**src/rtl/extbus_clkdiv_pkg.sv**
```systemverilog
package extbus_clkdiv_pkg;

    typedef enum logic [1:0] {
        ST_IDLE = 2'd0,
        ST_PASS = 2'd1,
        ST_DIV  = 2'd2
    } div_state_e;

endpackage

```
**src/rtl/extbus_ctrl_reg.sv**
```systemverilog
module extbus_ctrl_reg #(
    parameter int CW = 16
) (
    input  logic            clk,
    input  logic            rst,
    input  logic            wr_en,
    input  logic [2*CW-1:0] wr_data,
    input  logic            dual_on,
    output logic [2*CW-1:0] ctrl_q
);
    logic [2*CW-1:0] ctrl_d;

    always_comb begin
        ctrl_d = ctrl_q;
        if (wr_en) begin
            ctrl_d[CW-1:0] = wr_data[CW-1:0];
            if (dual_on) begin
                ctrl_d[2*CW-1:CW] = wr_data[2*CW-1:CW];
            end
        end
    end

    always_ff @(posedge clk) begin
        if (rst) ctrl_q <= '0;
        else     ctrl_q <= ctrl_d;
    end

    // upper count untouched by writes outside dual-rate mode
    p_sec_hold_r7: assert property (@(posedge clk) disable iff (rst)
        (wr_en && !dual_on) |=> $stable(ctrl_q[2*CW-1:CW]));

endmodule

```
**src/rtl/extbus_rate_sel.sv**
```systemverilog
module extbus_rate_sel #(
    parameter int CW = 16
) (
    input  logic [2*CW-1:0] ctrl,
    input  logic [1:0]      cs_cfg,
    input  logic            rate_split,
    input  logic            cs_region,
    output logic            dual_on,
    output logic [CW-1:0]   sel_count
);
    localparam logic [1:0] CFG_DUAL_A = 2'd2;
    localparam logic [1:0] CFG_DUAL_B = 2'd3;

    always_comb begin
        dual_on = rate_split && ((cs_cfg == CFG_DUAL_A) || (cs_cfg == CFG_DUAL_B));
        if (dual_on && cs_region) sel_count = ctrl[2*CW-1:CW];
        else                      sel_count = ctrl[CW-1:0];
    end

endmodule

```
**src/rtl/extbus_div_core.sv**
```systemverilog
module extbus_div_core
    import extbus_clkdiv_pkg::*;
#(
    parameter int CW = 16
) (
    input  logic          clk,
    input  logic          rst,
    input  logic [CW-1:0] sel_count,
    output logic          bus_clk,
    output logic          bus_stb
);
    localparam logic [CW-1:0] ONE_C = 1;
    localparam logic [CW:0]   ONE_W = 1;

    typedef struct packed {
        div_state_e    st;
        logic          clk;
        logic          stb;
        logic [CW-1:0] half;
        logic [CW-1:0] cnt;
    } core_t;

    core_t       core_d, core_q;
    logic        load;
    logic [CW:0] last_w;
    logic [CW:0] fall_w;

    always_comb begin
        core_d     = core_q;
        core_d.stb = 1'b0;
        load       = 1'b0;
        last_w     = {core_q.half, 1'b0} - ONE_W;
        fall_w     = {1'b0, core_q.half} - ONE_W;
        case (core_q.st)
            ST_DIV: begin
                core_d.cnt = core_q.cnt + ONE_C;
                if ({1'b0, core_q.cnt} == fall_w) core_d.clk = 1'b0;
                if ({1'b0, core_q.cnt} == last_w) load = 1'b1;
            end
            default: load = 1'b1;
        endcase
        if (load) begin
            core_d.cnt = '0;
            core_d.stb = 1'b1;
            if (sel_count == '0) begin
                core_d.st   = ST_PASS;
                core_d.clk  = 1'b0;
                core_d.half = '0;
            end else begin
                core_d.st   = ST_DIV;
                core_d.clk  = 1'b1;
                core_d.half = (sel_count >> 1) + ONE_C;
            end
        end
    end

    always_ff @(posedge clk) begin
        if (rst) begin
            core_q.st   <= ST_IDLE;
            core_q.clk  <= 1'b0;
            core_q.stb  <= 1'b0;
            core_q.half <= '0;
            core_q.cnt  <= '0;
        end else begin
            core_q <= core_d;
        end
    end

    assign bus_clk = (core_q.st == ST_PASS) ? clk : core_q.clk;
    assign bus_stb = core_q.stb;

    // every rising edge of the divided clock comes with the strobe
    p_stb_at_rise_r5: assert property (@(posedge clk) disable iff (rst)
        $rose(core_q.clk) |-> core_q.stb);

    // strobe lasts one cycle in divide mode
    p_single_stb_r5: assert property (@(posedge clk) disable iff (rst)
        (core_q.st == ST_DIV && core_q.stb) |=> !core_q.stb);

    // pass-through keeps the strobe high
    p_pass_stb_r2: assert property (@(posedge clk) disable iff (rst)
        (core_q.st == ST_PASS) |-> core_q.stb);

    // latched ratio fixed inside a period
    p_hold_ratio_r9: assert property (@(posedge clk) disable iff (rst)
        (core_q.st == ST_DIV && core_q.cnt != '0) |-> $stable(core_q.half));

endmodule

```
**src/rtl/extbus_clkdiv.sv**
```systemverilog
module extbus_clkdiv #(
    parameter int CW = 16
) (
    input  logic            clk,
    input  logic            rst,
    input  logic            wr_en,
    input  logic [2*CW-1:0] wr_data,
    output logic [2*CW-1:0] rd_data,
    input  logic [1:0]      cs_cfg,
    input  logic            rate_split,
    input  logic            cs_region,
    output logic            bus_clk,
    output logic            bus_stb
);
    logic            dual_on;
    logic [2*CW-1:0] ctrl_q;
    logic [CW-1:0]   sel_count;

    extbus_ctrl_reg #(.CW(CW)) u_ctrl (
        .clk     (clk),
        .rst     (rst),
        .wr_en   (wr_en),
        .wr_data (wr_data),
        .dual_on (dual_on),
        .ctrl_q  (ctrl_q)
    );

    extbus_rate_sel #(.CW(CW)) u_sel (
        .ctrl       (ctrl_q),
        .cs_cfg     (cs_cfg),
        .rate_split (rate_split),
        .cs_region  (cs_region),
        .dual_on    (dual_on),
        .sel_count  (sel_count)
    );

    extbus_div_core #(.CW(CW)) u_core (
        .clk       (clk),
        .rst       (rst),
        .sel_count (sel_count),
        .bus_clk   (bus_clk),
        .bus_stb   (bus_stb)
    );

    assign rd_data = ctrl_q;

endmodule

```
**config.mk**
```make
export PLATFORM = sky130hd
export DESIGN_NAME = extbus_clkdiv
export DESIGN_NICKNAME = d
export VERILOG_FILES = /design/src/rtl/extbus_clkdiv_pkg.sv /design/src/rtl/extbus_ctrl_reg.sv /design/src/rtl/extbus_rate_sel.sv /design/src/rtl/extbus_div_core.sv /design/src/rtl/extbus_clkdiv.sv
export SDC_FILE = /design/constraint.sdc
export NUM_CORES = 1
export LEC_CHECK = 0
export BUFFER_PORTS_ARGS = -buffer_cell sky130_fd_sc_hd__buf_2
export CORE_MARGIN = 1.5
export CORE_UTILIZATION = 55
export CTS_BUF_LIST = sky130_fd_sc_hd__clkbuf_4 sky130_fd_sc_hd__clkbuf_8 sky130_fd_sc_hd__clkbuf_16
export CTS_CLUSTER_DIAMETER = 80
export DETAILED_ROUTE_END_ITERATION = 10
export GPL_TIMING_DRIVEN = 0
export HOLD_SLACK_MARGIN = 0.02
export PLACE_DENSITY = 0.82
export SLEW_MARGIN = 25
export SYNTH_ARGS = -nofsm -noshare
export SYNTH_HDL_FRONTEND = slang
export SYNTH_HIERARCHICAL = 1
export SYNTH_SLANG_ARGS = --single-unit
```
**constraint.sdc**
```tcl
create_clock -name clk -period 4.5 [get_ports clk]
set_input_delay 0.45 -clock clk [delete_from_list [all_inputs] [get_ports clk]]
set_output_delay 0.45 -clock clk [all_outputs]
set_load 0.005 [all_outputs]
```
## Yosys cells after proc, flatten, opt, wreduce, memory -nomap -nowiden

Cells that the tools add are included.
W data, S select, Z words.

- Muxes and demuxes: 10
- Eq/ne operators: 6
- Reduce and logical (&&, ||, !) cells: 9
- Add/subtract/negate cells: 4

Operators with widths:

| cell | count |
|---|---|
| $mux W16 | 3 |
| $eq A16 B17 Y1 | 2 |
| $mux W34 | 1 |
| $sub A16 B1 Y17 const B | 1 |
| $sub A17 B1 Y17 const B | 1 |
| $add A15 B1 Y16 const B | 1 |
| $add A16 B1 Y16 const B | 1 |
| $logic_not A16 Y1 | 1 |
| $eq A2 B2 Y1 const B | 3 |
| $mux W1 | 5 |
| $reduce_and A2 Y1 | 2 |
| $reduce_bool A2 Y1 | 2 |
| $mux W3 | 1 |
| $eq A2 B1 Y1 const B | 1 |
| $logic_and A1 B1 Y1 | 2 |
| $reduce_or A2 Y1 | 1 |
| $logic_or A1 B1 Y1 | 1 |

- Word-level logic and storage cells: 36
- Input bits: 39
- Register bits after elaboration: 68

## Longest topological paths before layout

Gate-level depths: netlist of run 1.

- Depth after elaboration: 8
- Mapped depth: 13

## Cells and area by module

Netlist of run 1, hierarchy kept.

By module, submodules not included:

| module | times used | sequential area each (um2) | area an instance (um2) | cells each |
|---|---|---|---|---|
| extbus_div_core | 1 | 720.7 | 2884.0 | 359 |
| extbus_ctrl_reg | 1 | 640.6 | 1262.5 | 123 |
| extbus_rate_sel | 1 | 0.0 | 254.0 | 19 |

==> flow_summary.toml, run 1 <==
[place]
place.port_buffers = 70
dp_hpwl_um = 8490
gp_congestion = 0.9465
pre_cts_slack_ns = 1.222

[clock_tree]
ctsResizeCount = 0
cts_tree = "yes"
post-cts-setup-buffers = 0
holdBufCountCts = 0
clock_latency_ns = 0.43
path_clk_slew_ns = 0.07

[die]
initial_utilization_pct = 56.95
ioPinCount = 73
die_h_um = 92.45
placementRows = 32
dieArea_mm2 = 0.008546
core_mm2 = 0.007727
die_w_um = 92.45

[power_and_ir_drop]
sw_frac_of_total_pct = 29.83
p_switching_uw = 453.2
comb_power_share_pct = 24.9
ir_worst_vdd_mv = 0.1905
p_seq_share_pct = 42.9
p_int_uw = 1066
power.share.clock_pct = 32.2
cellLeakagePower_uw = 0.002102
p_per_area_mw_per_mm2 = 299.1

[yosys]
synth_seq_cells = 68
synth_nets = 543
synth-simple-area-share_pct = 25.62
synth_area_leaders = "dfxtp_1, xor2_1, xnor2_1"
syn_inst = 501
netlist_area_mm2 = 0.004400
synth_largest_area_cell = "dfxtp_1"
synth_compound_area_share_pct = 14.53
synth_fa_ha_area_share_pct = 0.8530
synth_top_family_by_area = "simple AND/OR/NAND/NOR gates"
synth_edf_count = 0
synth_top_area_share_pct = 30.94
synth_xor_area_share_pct = 12.25
synth_mux_area_share_pct = 9.525
async_flop_share_pct = 0
ys_seq_area_share_pct = 30.94
synthFlopType = "dfxtp_1"
yosys_warnings = 6
syn_area_per_cell_um2 = 8.783
ys_types = 61

[detailed_routing]
vias_per_cell = 5.877
wirelength_um = 11320
via_count = 4055
drt.antenna.violating_nets = 0
dr.first_iter.drc_count = 227
wl_per_cell_um = 16.41
drt_first_pass_iters = 5
drc = 0

[timing]
setup_viol = 0
finalCritPeriodShare_pct = 74.75
clock.fmax_mhz = 297.3
fin_ws_ns = 1.136
finClkSkew_ns = 0.007726
hold_viol = 0
grt_setup_unrepaired = "false"
min_period_ns = 3.364
drv_slew = 0
tightest_slew_ns = 0.7312
setup_tns_ns = 0
relSlewSlack_pct = 51.07

[worst_setup_path]
cp-end-kind = "flop"
cp.required_ns = 4.81
start_kind = "flop"
cp_max_fo = 10
path_class = "reg -> reg"
cp.arrival_ns = 3.67

[cells_and_area]
drive_gt1_share_pct = 24.66
diodes = 0
area_growth_pct = 15.44
finalNetCount = 627

[grt]
grt_pass1_wl_um = 18860
grt_max_degree = 11
antenna_found_initial = 0
grt-ovfl-total = 0
grt.total_usage_pct = 27.86
grt_pass1_vias = 4014

[min_path]
hp-class = "in -> reg"

[outcome]
status = "completed"

[run]
cap_violations = 0
[cell families after synthesis]
kind of cell               Yosys count
DFF                                 68
adders and majority gates            3
AOI/OAI and AO/OA                   85
muxes                               36
and+or+nand+nor                    200
xor gates and xnor gates            60
buffers and inverters               49
[placed cells by master (no fill, tap or decap), drive strengths merged, types with 3 or more instances in the layout]
| cell type | n |
|---|---|
| buf | 93 |
| dfxtp | 68 |
| nor2 | 36 |
| nor3 | 35 |
| clkbuf | 35 |
| xor2 | 34 |
| nand3 | 34 |
| a21oi | 26 |
| xnor2 | 25 |
| nand2 | 24 |
| mux2i | 19 |
| mux2 | 17 |
| a21bo | 16 |
| nand2b | 13 |
| a211oi | 13 |
| nand4 | 12 |
| o21ai | 11 |
| nor4 | 7 |
| and4 | 6 |
| inv | 5 |
| nor2b | 5 |
| o31ai | 4 |
| clkinv | 3 |
| or2 | 3 |
| nand4b | 3 |
| and3 | 3 |
| ha | 3 |
| and2 | 3 |
| nor4b | 3 |
| a2111oi | 3 |
[sequential cells by signal (all words and copies together), names as in the netlist]
signal / count
u_core/core_q: 35
u_core/bus_stb: 1
u_ctrl/ctrl_q: 32
[routing by layer]
metal | share of wire, % | track usage, % | vias to the layer above
met1 | 42 | 33.03 | 1917
met4 | 1.7 | 11.41 | 0
met3 | 5.6 | 5.419 | 17
met2 | 51 | 48.90 | 161
met5 | 0 | 0 | -
li1 | - | - | 1960
[power groups by stage]
stage / combinational [uW] / clock [uW] / sequential (uW)
2_1_floorplan: 279 / 1.60 / 660
5_1_grt: 416 / 527 / 655
3_3_place_gp: 362 / 2.59 / 664
3_5_place_dp: 372 / 2.59 / 665
6_report: 378 / 489 / 653
4_1_cts: 375 / 500 / 652
[worst paths after layout]
| kind | start | endpoint | slack [ns] | cells past startpoint |
|---|---|---|---|---|
| setup / recovery | u_core/core_q[16]$_SDFFE_PP0P_ | u_core/core_q[18]$_SDFFE_PP0P_ | 1.14 | 12 |
| hold / removal | wr_data[12] | u_ctrl/ctrl_q[12]$_SDFFE_PP0P_ | 0.26 | 3 |
| setup reg to reg | u_core/core_q[16]$_SDFFE_PP0P_ | u_core/core_q[18]$_SDFFE_PP0P_ | 1.14 | 12 |
| hold reg to reg | u_ctrl/ctrl_q[14]$_SDFFE_PP0P_ | u_ctrl/ctrl_q[14]$_SDFFE_PP0P_ | 0.53 | 2 |
[area by class of cell]
type | count | area (um2)
Buffer | 44 | 257.7
Clock buffer | 15 | 191.4
Clock inverter | 3 | 15.01
Fill cell | 646 | 2648
Inverter | 5 | 18.77
Multi-Input combinational cell | 384 | 2763
Sequential cell | 68 | 1361
Tap cell | 102 | 127.6
Timing Repair Buffer | 69 | 345.3
[synthesized netlist by cell type, types with 2 or more instances]
cell,instances
nand4_1,12
buf_6,5
nand3_1,32
a211oi_2,6
nor4b_1,2
inv_1,5
and2_1,2
xnor2_1,25
buf_2,13
a211oi_1,7
nand3b_1,2
buf_4,3
nand4b_1,3
mux2_4,10
ha_1,3
nand3_4,2
nor3_1,34
mux2_2,7
a21boi_0,2
a21oi_1,26
mux2i_1,19
nand2b_1,13
or2_2,3
xor2_1,34
nor3b_1,2
clkbuf_1,21
and4_1,6
nor4_1,6
nor4bb_1,2
a31oi_1,2
o21ai_0,11
a21bo_1,16
and3_1,3
nor2_1,36
dfxtp_1,68
nor2b_1,5
nand2_1,24
o31ai_1,4
or3b_2,2
a2111oi_0,2
[worst max-delay path, stage by stage (launching register included)]
cell	delay, ns
dfxtp_1	0.29
clkbuf_1	0.17
inv_1	0.13
ha_1	0.15
buf_2	0.21
nor4b_1	0.47
nand4b_1	0.26
a21boi_0	0.21
nor4b_2	0.41
nand4_1	0.25
nand2_1	0.28
buf_2	0.29
o21ai_0	0.12
[stage by stage]
| step | utilization (%) | hold WS (ns) | area, um2 | total power (uW) | std cells |
|---|---|---|---|---|---|
| after floorplan | - | 0.4868 | 4400 | 940.2 | 501 |
| after CTS | 65.74 | 0.2355 | 5080 | 1527 | 690 |
| after global routing | 65.74 | 0.2394 | 5080 | 1599 | 690 |
| after detailed placement | 63.13 | 0.5121 | 4878 | 1039 | 673 |
| final | 65.74 | 0.2560 | 5080 | 1520 | 690 |
| after global placement | 63.13 | 0.4971 | 4878 | 1028 | 673 |
No activity file was read; power rests on OpenSTA's default activity.
==> run 2, diff against run 1 <==
--- a/config.mk
+++ b/config.mk
@@ -5,15 +5,16 @@
 export SDC_FILE = /design/constraint.sdc
 export NUM_CORES = 1
 export LEC_CHECK = 0
+export ABC_AREA = 1
 export BUFFER_PORTS_ARGS = -buffer_cell sky130_fd_sc_hd__buf_2
 export CORE_MARGIN = 1.5
-export CORE_UTILIZATION = 55
+export CORE_UTILIZATION = 52
 export CTS_BUF_LIST = sky130_fd_sc_hd__clkbuf_4 sky130_fd_sc_hd__clkbuf_8 sky130_fd_sc_hd__clkbuf_16
 export CTS_CLUSTER_DIAMETER = 80
 export DETAILED_ROUTE_END_ITERATION = 10
 export GPL_TIMING_DRIVEN = 0
 export HOLD_SLACK_MARGIN = 0.02
-export PLACE_DENSITY = 0.82
+export PLACE_DENSITY = 0.81
 export SLEW_MARGIN = 25
 export SYNTH_ARGS = -nofsm -noshare
 export SYNTH_HDL_FRONTEND = slang
==> constraint.sdc (replaced) <==
create_clock -name clk -period 2.9 [get_ports clk]
set_input_delay 0.29 -clock clk [delete_from_list [all_inputs] [get_ports clk]]
set_output_delay 0.29 -clock clk [all_outputs]
set_load 0.005 [all_outputs]
==> flow_summary.toml, run 2 <==
[outcome]
status = "completed"

[yosys]
ys_types = 33
synth_seq_cells = 68
synth_edf_count = 0
ys_seq_area_share_pct = 31.04
synth_common_cells = "nand2_1, nor2_1, nand3_1"
synth_top_area_share_pct = 31.04
synth_most_common_cell = "nand2_1"
async_flop_share_pct = 0
synth_nets = 741
synthFlopType = "dfxtp_1"
synth_area_leaders = "dfxtp_1, nand2_1, nand3_1"
yosys_warnings = 6
synth_largest_area_cell = "dfxtp_1"
netlist_area_mm2 = 0.004385
syn_inst = 699
syn_area_per_cell_um2 = 6.274

[cells_and_area]
largest_reg_flops = 35
most-common-layout-cells = "nand2_1, nor2_1, nand3_1, buf_2, inv_1"
diodes = 0
fillCellCount = 774
fin_util_pct = 62.72
area_growth_pct = 16.92
drive_gt1_share_pct = 15.84
finalNetCount = 820
register_area_mm2 = 0.001361
multiInputGateArea_mm2 = 0.002584
layout_commonest_cell = "nand2_1"
largest-register = "u_core/core_q"

[run]
cap_violations = 0

[power_and_ir_drop]
p_total_uw = 2747
cellLeakagePower_uw = 0.002591
p_per_area_mw_per_mm2 = 535.7
ir_worst_vdd_mv = 0.3300

[timing]
tightest_slew_ns = 0.7059
min_period_ns = 2.638
grt_setup_unrepaired = "false"
setup_viol = 0
relSlewSlack_pct = 52.51
drv_slew = 0
hold_viol = 0
finalCritPeriodShare_pct = 90.96
finClkSkew_ns = 0.01218
setup_tns_ns = 0
clock.fmax_mhz = 379.1

[clock_tree]
cts_tree = "yes"
holdBufCountCts = 0
post-cts-setup-buffers = 0
cts_inserted_buffers = 9
htree_num_levels = 3
cts_root_buf = "clkbuf_8"
path_clk_slew_ns = 0.08
clock_latency_ns = 0.35
clock_path_buffers = 2
ctsResizeCount = 0

[die]
core_mm2 = 0.008175
placementRows = 33
ioPinCount = 73
dieArea_mm2 = 0.008994
initial_utilization_pct = 53.64
die_h_um = 94.84
die_w_um = 94.84

[worst_setup_path]
cp_max_fo = 10
cp.required_ns = 3.15
cp-end-kind = "flop"
path_class = "reg -> reg"
cp.arrival_ns = 2.89
start_kind = "flop"

[detailed_routing]
wirelength_um = 11490
drt_first_pass_iters = 5
vias_per_cell = 5.311
dr.first_iter.drc_count = 256
via_count = 4716
drt.antenna.violating_nets = 0
wl_per_cell_um = 12.94
drc = 0

[min_path]
hp-class = "in -> reg"

[grt]
grt_pass1_wl_um = 19500
grt_pass1_vias = 4519
grt.total_usage_pct = 27.36
antenna_found_initial = 0
grt-ovfl-total = 0
grt_max_degree = 13

[place]
dp_hpwl_um = 9079
place.port_buffers = 68
gp_congestion = 0.8972
[run 2: power by group]
part	leakage (uW)	total [uW]	switching, uW	internal [uW]
combinational	0.00189	652	412	240
sequential	0.000556	1020	46.9	978
clock	0.000147	1070	384	685
[run 2: final cells by class]
cell class | count | share of cell area (%)
Tap cell | 105 | 2.562
Sequential cell | 68 | 26.55
Clock inverter | 7 | 2.660
Buffer | 24 | 3.245
Timing Repair Buffer | 67 | 6.540
Inverter | 72 | 5.271
Clock buffer | 11 | 2.782
Multi-Input combinational cell | 534 | 50.39
[run 2: final timing paths]
check             slack, ns                           start  cells past startpoint                        endpoint
setup / recovery       0.26  u_core/core_q[16]$_SDFFE_PP0P_                     14  u_core/core_q[11]$_SDFFE_PP0P_
setup reg to reg       0.26  u_core/core_q[16]$_SDFFE_PP0P_                     14  u_core/core_q[11]$_SDFFE_PP0P_
hold reg to reg        0.50   u_core/core_q[0]$_SDFFE_PP0P_                      1   u_core/core_q[0]$_SDFFE_PP0P_
hold / removal         0.16                     wr_data[16]                      3  u_ctrl/ctrl_q[16]$_SDFFE_PP0P_
[run 2: cells by family (layout without fill, tap and decap cells)]
family / after synthesis / count (layout) / synth area share [%]
and+or+nand+nor: 474 / 474 / 48.76
buffers and inverters: 97 / 181 / 10.04
DFF: 68 / 68 / 31.04
AOI/OAI and AO/OA: 31 / 31 / 3.795
xor gates and xnor gates: 26 / 26 / 5.506
adders and majority gates: 3 / 3 / 0.8560
[run 2: critical path, cell delays in order, from the launching register on]
cell	delay (ns)
dfxtp_1	0.37
inv_1	0.18
ha_1	0.35
nand2_2	0.12
nor2_2	0.18
nand2_1	0.10
nand2_1	0.09
nand3_1	0.08
nand2_1	0.09
nand3_1	0.09
nor2_1	0.19
nand3_4	0.17
nand3_2	0.25
buf_4	0.23
nor2_1	0.05
[run 2: stage by stage]
| stage | hold slack (ns) | setup slack [ns] | instances | area, um2 |
|---|---|---|---|---|
| final | 0.1615 | 0.2622 | 888 | 5127 |
| after global routing | 0.1581 | 0.09501 | 888 | 5127 |
| after CTS | 0.1524 | 0.2899 | 888 | 5127 |
| after detailed placement | 0.4807 | 0.3039 | 872 | 4857 |
| after global placement | 0.4725 | 0.3605 | 872 | 4857 |
| after floorplan | 0.3619 | 0.7906 | 699 | 4385 |
[run 2: metal layers]
layer / vias to the layer above / GRT usage (%) / share of wire (%)
li1: 2410 / - / -
met1: 2123 / 29.15 / 40
met2: 156 / 50.60 / 51
met3: 27 / 7.327 / 6.3
met4: 0 / 10.95 / 2.5
met5: - / 0 / 0
==> run 3, diff against run 2 <==
--- a/config.mk
+++ b/config.mk
@@ -7,7 +7,6 @@
 export LEC_CHECK = 0
 export ABC_AREA = 1
 export BUFFER_PORTS_ARGS = -buffer_cell sky130_fd_sc_hd__buf_2
-export CORE_MARGIN = 1.5
 export CORE_UTILIZATION = 52
 export CTS_BUF_LIST = sky130_fd_sc_hd__clkbuf_4 sky130_fd_sc_hd__clkbuf_8 sky130_fd_sc_hd__clkbuf_16
 export CTS_CLUSTER_DIAMETER = 80
==> constraint.sdc (replaced) <==
create_clock -name clk -period 2.9 [get_ports clk]
set_input_delay 0.725 -clock clk [delete_from_list [all_inputs] [get_ports clk]]
set_output_delay 0.725 -clock clk [all_outputs]
set_load 0.005 [all_outputs]
==> flow_summary.toml, run 3 (synthesized netlist as in run 2, its figures left out) <==
[outcome]
status = "completed"

[timing]
setup_viol = 0
relSlewSlack_pct = 51.63
hold_viol = 0
setup_tns_ns = 0
tightest_slew_ns = 0.7189
drv_slew = 0
fin_ws_ns = 0.1332
grt_setup_unrepaired = "false"
finClkSkew_ns = 0.01592
hold_ws_ns = 0.5079

[cells_and_area]
diodes = 0
area_growth_pct = 15.66
drive_gt1_share_pct = 15.96
fin_area_mm2 = 0.005072
finalNetCount = 820
layout_commonest_cell = "nand2_1"
most-common-layout-cells = "nand2_1, nor2_1, nand3_1, buf_2, inv_1"
fin_util_pct = 62.04
largest_reg_flops = 35
largest-register = "u_core/core_q"

[die]
core_mm2 = 0.008175
initial_utilization_pct = 53.64
die_h_um = 93.84
dieArea_mm2 = 0.008805
die_w_um = 93.84
placementRows = 33
ioPinCount = 73

[power_and_ir_drop]
ir_worst_vdd_mv = 0.2488
comb_power_share_pct = 26.3
p_int_uw = 1647
cellLeakagePower_uw = 0.002568
p_seq_share_pct = 40.7
sw_frac_of_total_pct = 34.56
p_switching_uw = 869.9
p_per_area_mw_per_mm2 = 496.3
power.share.clock_pct = 33.0

[detailed_routing]
wirelength_um = 11690
via_count = 4719
drc = 0
drt.antenna.violating_nets = 0
vias_per_cell = 5.314
dr.first_iter.drc_count = 306
wl_per_cell_um = 13.17
drt_first_pass_iters = 5

[worst_setup_path]
cp-end-kind = "primary output"
cp_common_cell = "clkbuf_8"
reg2reg_slack_ns = 0.27
cp.required_ns = 2.17
cp.arrival_ns = 2.04
path_class = "clk -> out"
max_stage_delay_ns = 0.17
path_buf_inv = 4
slowest_stage = "clkbuf_8"
cp_cell_sequence = "clkbuf_8 > clkbuf_8 > inv_1 > a31oi_1 > buf_2"
cp_max_fo = 12
crit_family = "buffers and inverters"
start_kind = "clock port"

[grt]
grt-ovfl-total = 0
grt_pass1_vias = 4466
top_usage_layer = "met2"
grt_pass1_wl_um = 19580
grt.total_usage_pct = 28.20
use_met3_pct = 6.877
grt_max_degree = 14
antenna_found_initial = 0
use_met2_pct = 52.19
use_met1_pct = 30.44

[place]
pre_cts_slack_ns = 0.1714
dp_hpwl_um = 9076
placed_area_mm2 = 0.004857
place.port_buffers = 68
gp_congestion = 0.8984

[clock_tree]
path_clk_slew_ns = 0.08
cts_tree = "yes"
cts_root_buf = "clkbuf_8"
cts_inserted_buffers = 9
clock_latency_ns = 0.35
htree_num_levels = 3
clock_path_buffers = 2

[min_path]
hp-class = "reg -> reg"

[run]
cap_violations = 0
run 3: cell types whose count changed in the layout (fill, tap and decap cells not counted), sizes merged:
| cell | change |
|---|---|
| bufinv | -4 |
| clkbuf | +2 |
| clkinv | +1 |
| inv | +1 |
run 3: metrics by stage:
stage | power (uW) | std cells
4_1_cts | 2523 | 888
3_3_place_gp | 1677 | 872
5_1_grt | 2672 | 888
6_report | 2517 | 888
3_5_place_dp | 1701 | 872
2_1_floorplan | 1527 | 699
run 3: worst register-to-register path, stage by stage (launching register included):
cell and delay [ns]:
dfxtp_1 0.46, inv_1 0.16, ha_1 0.33, inv_1 0.11, nand2_1 0.08, nand3_1 0.10
nand2_1 0.05, nor2_1 0.11, nand2_1 0.06, nor2_1 0.15, nand3_1 0.10, nor2_1 0.18
nand3_4 0.18, nand3_4 0.19, buf_4 0.21, nor2_1 0.05
run 3: what timing repair did:
action,CTS,global route
setup buffers,0,0
hold buffers,0,0
endpoints found under the setup margin,0,10
gates resized for setup,0,1
run 3: area by class of cell:
| cell class | count | area, um2 |
|---|---|---|
| Fill cell | 784 | 3103 |
| Clock inverter | 5 | 30.03 |
| Inverter | 72 | 270.3 |
| Sequential cell | 68 | 1361 |
| Clock buffer | 13 | 186.4 |
| Multi-Input combinational cell | 534 | 2591 |
| Tap cell | 105 | 131.4 |
| Timing Repair Buffer | 67 | 335.3 |
| Buffer | 24 | 166.4 |
run 3: metal layers:
metal | up-vias | routed length, um
met3 | 24 | 704
li1 | 2405 | -
met1 | 2137 | 4711
met5 | - | 0
met2 | 153 | 5972
met4 | 0 | 306
run 3: worst paths after layout:
| check | startpoint | endpoint | cells past startpoint |
|---|---|---|---|
| min reg2reg | u_core/core_q[0]$_SDFFE_PP0P_ | u_core/core_q[0]$_SDFFE_PP0P_ | 1 |
| max reg2reg | u_core/core_q[16]$_SDFFE_PP0P_ | u_core/core_q[0]$_SDFFE_PP0P_ | 15 |
| min | u_core/core_q[0]$_SDFFE_PP0P_ | u_core/core_q[0]$_SDFFE_PP0P_ | 1 |
| max | clk | bus_clk | 5 |
run 3: power by group through the flow:
stage | clock [uW] | sequential [uW] | combinational [uW]
floorplan | 6.04 | 1040 | 484
global placement | 7.23 | 1040 | 626
detailed placement | 7.23 | 1050 | 648
CTS | 846 | 1020 | 653
global route | 897 | 1030 | 743
finish | 830 | 1030 | 662
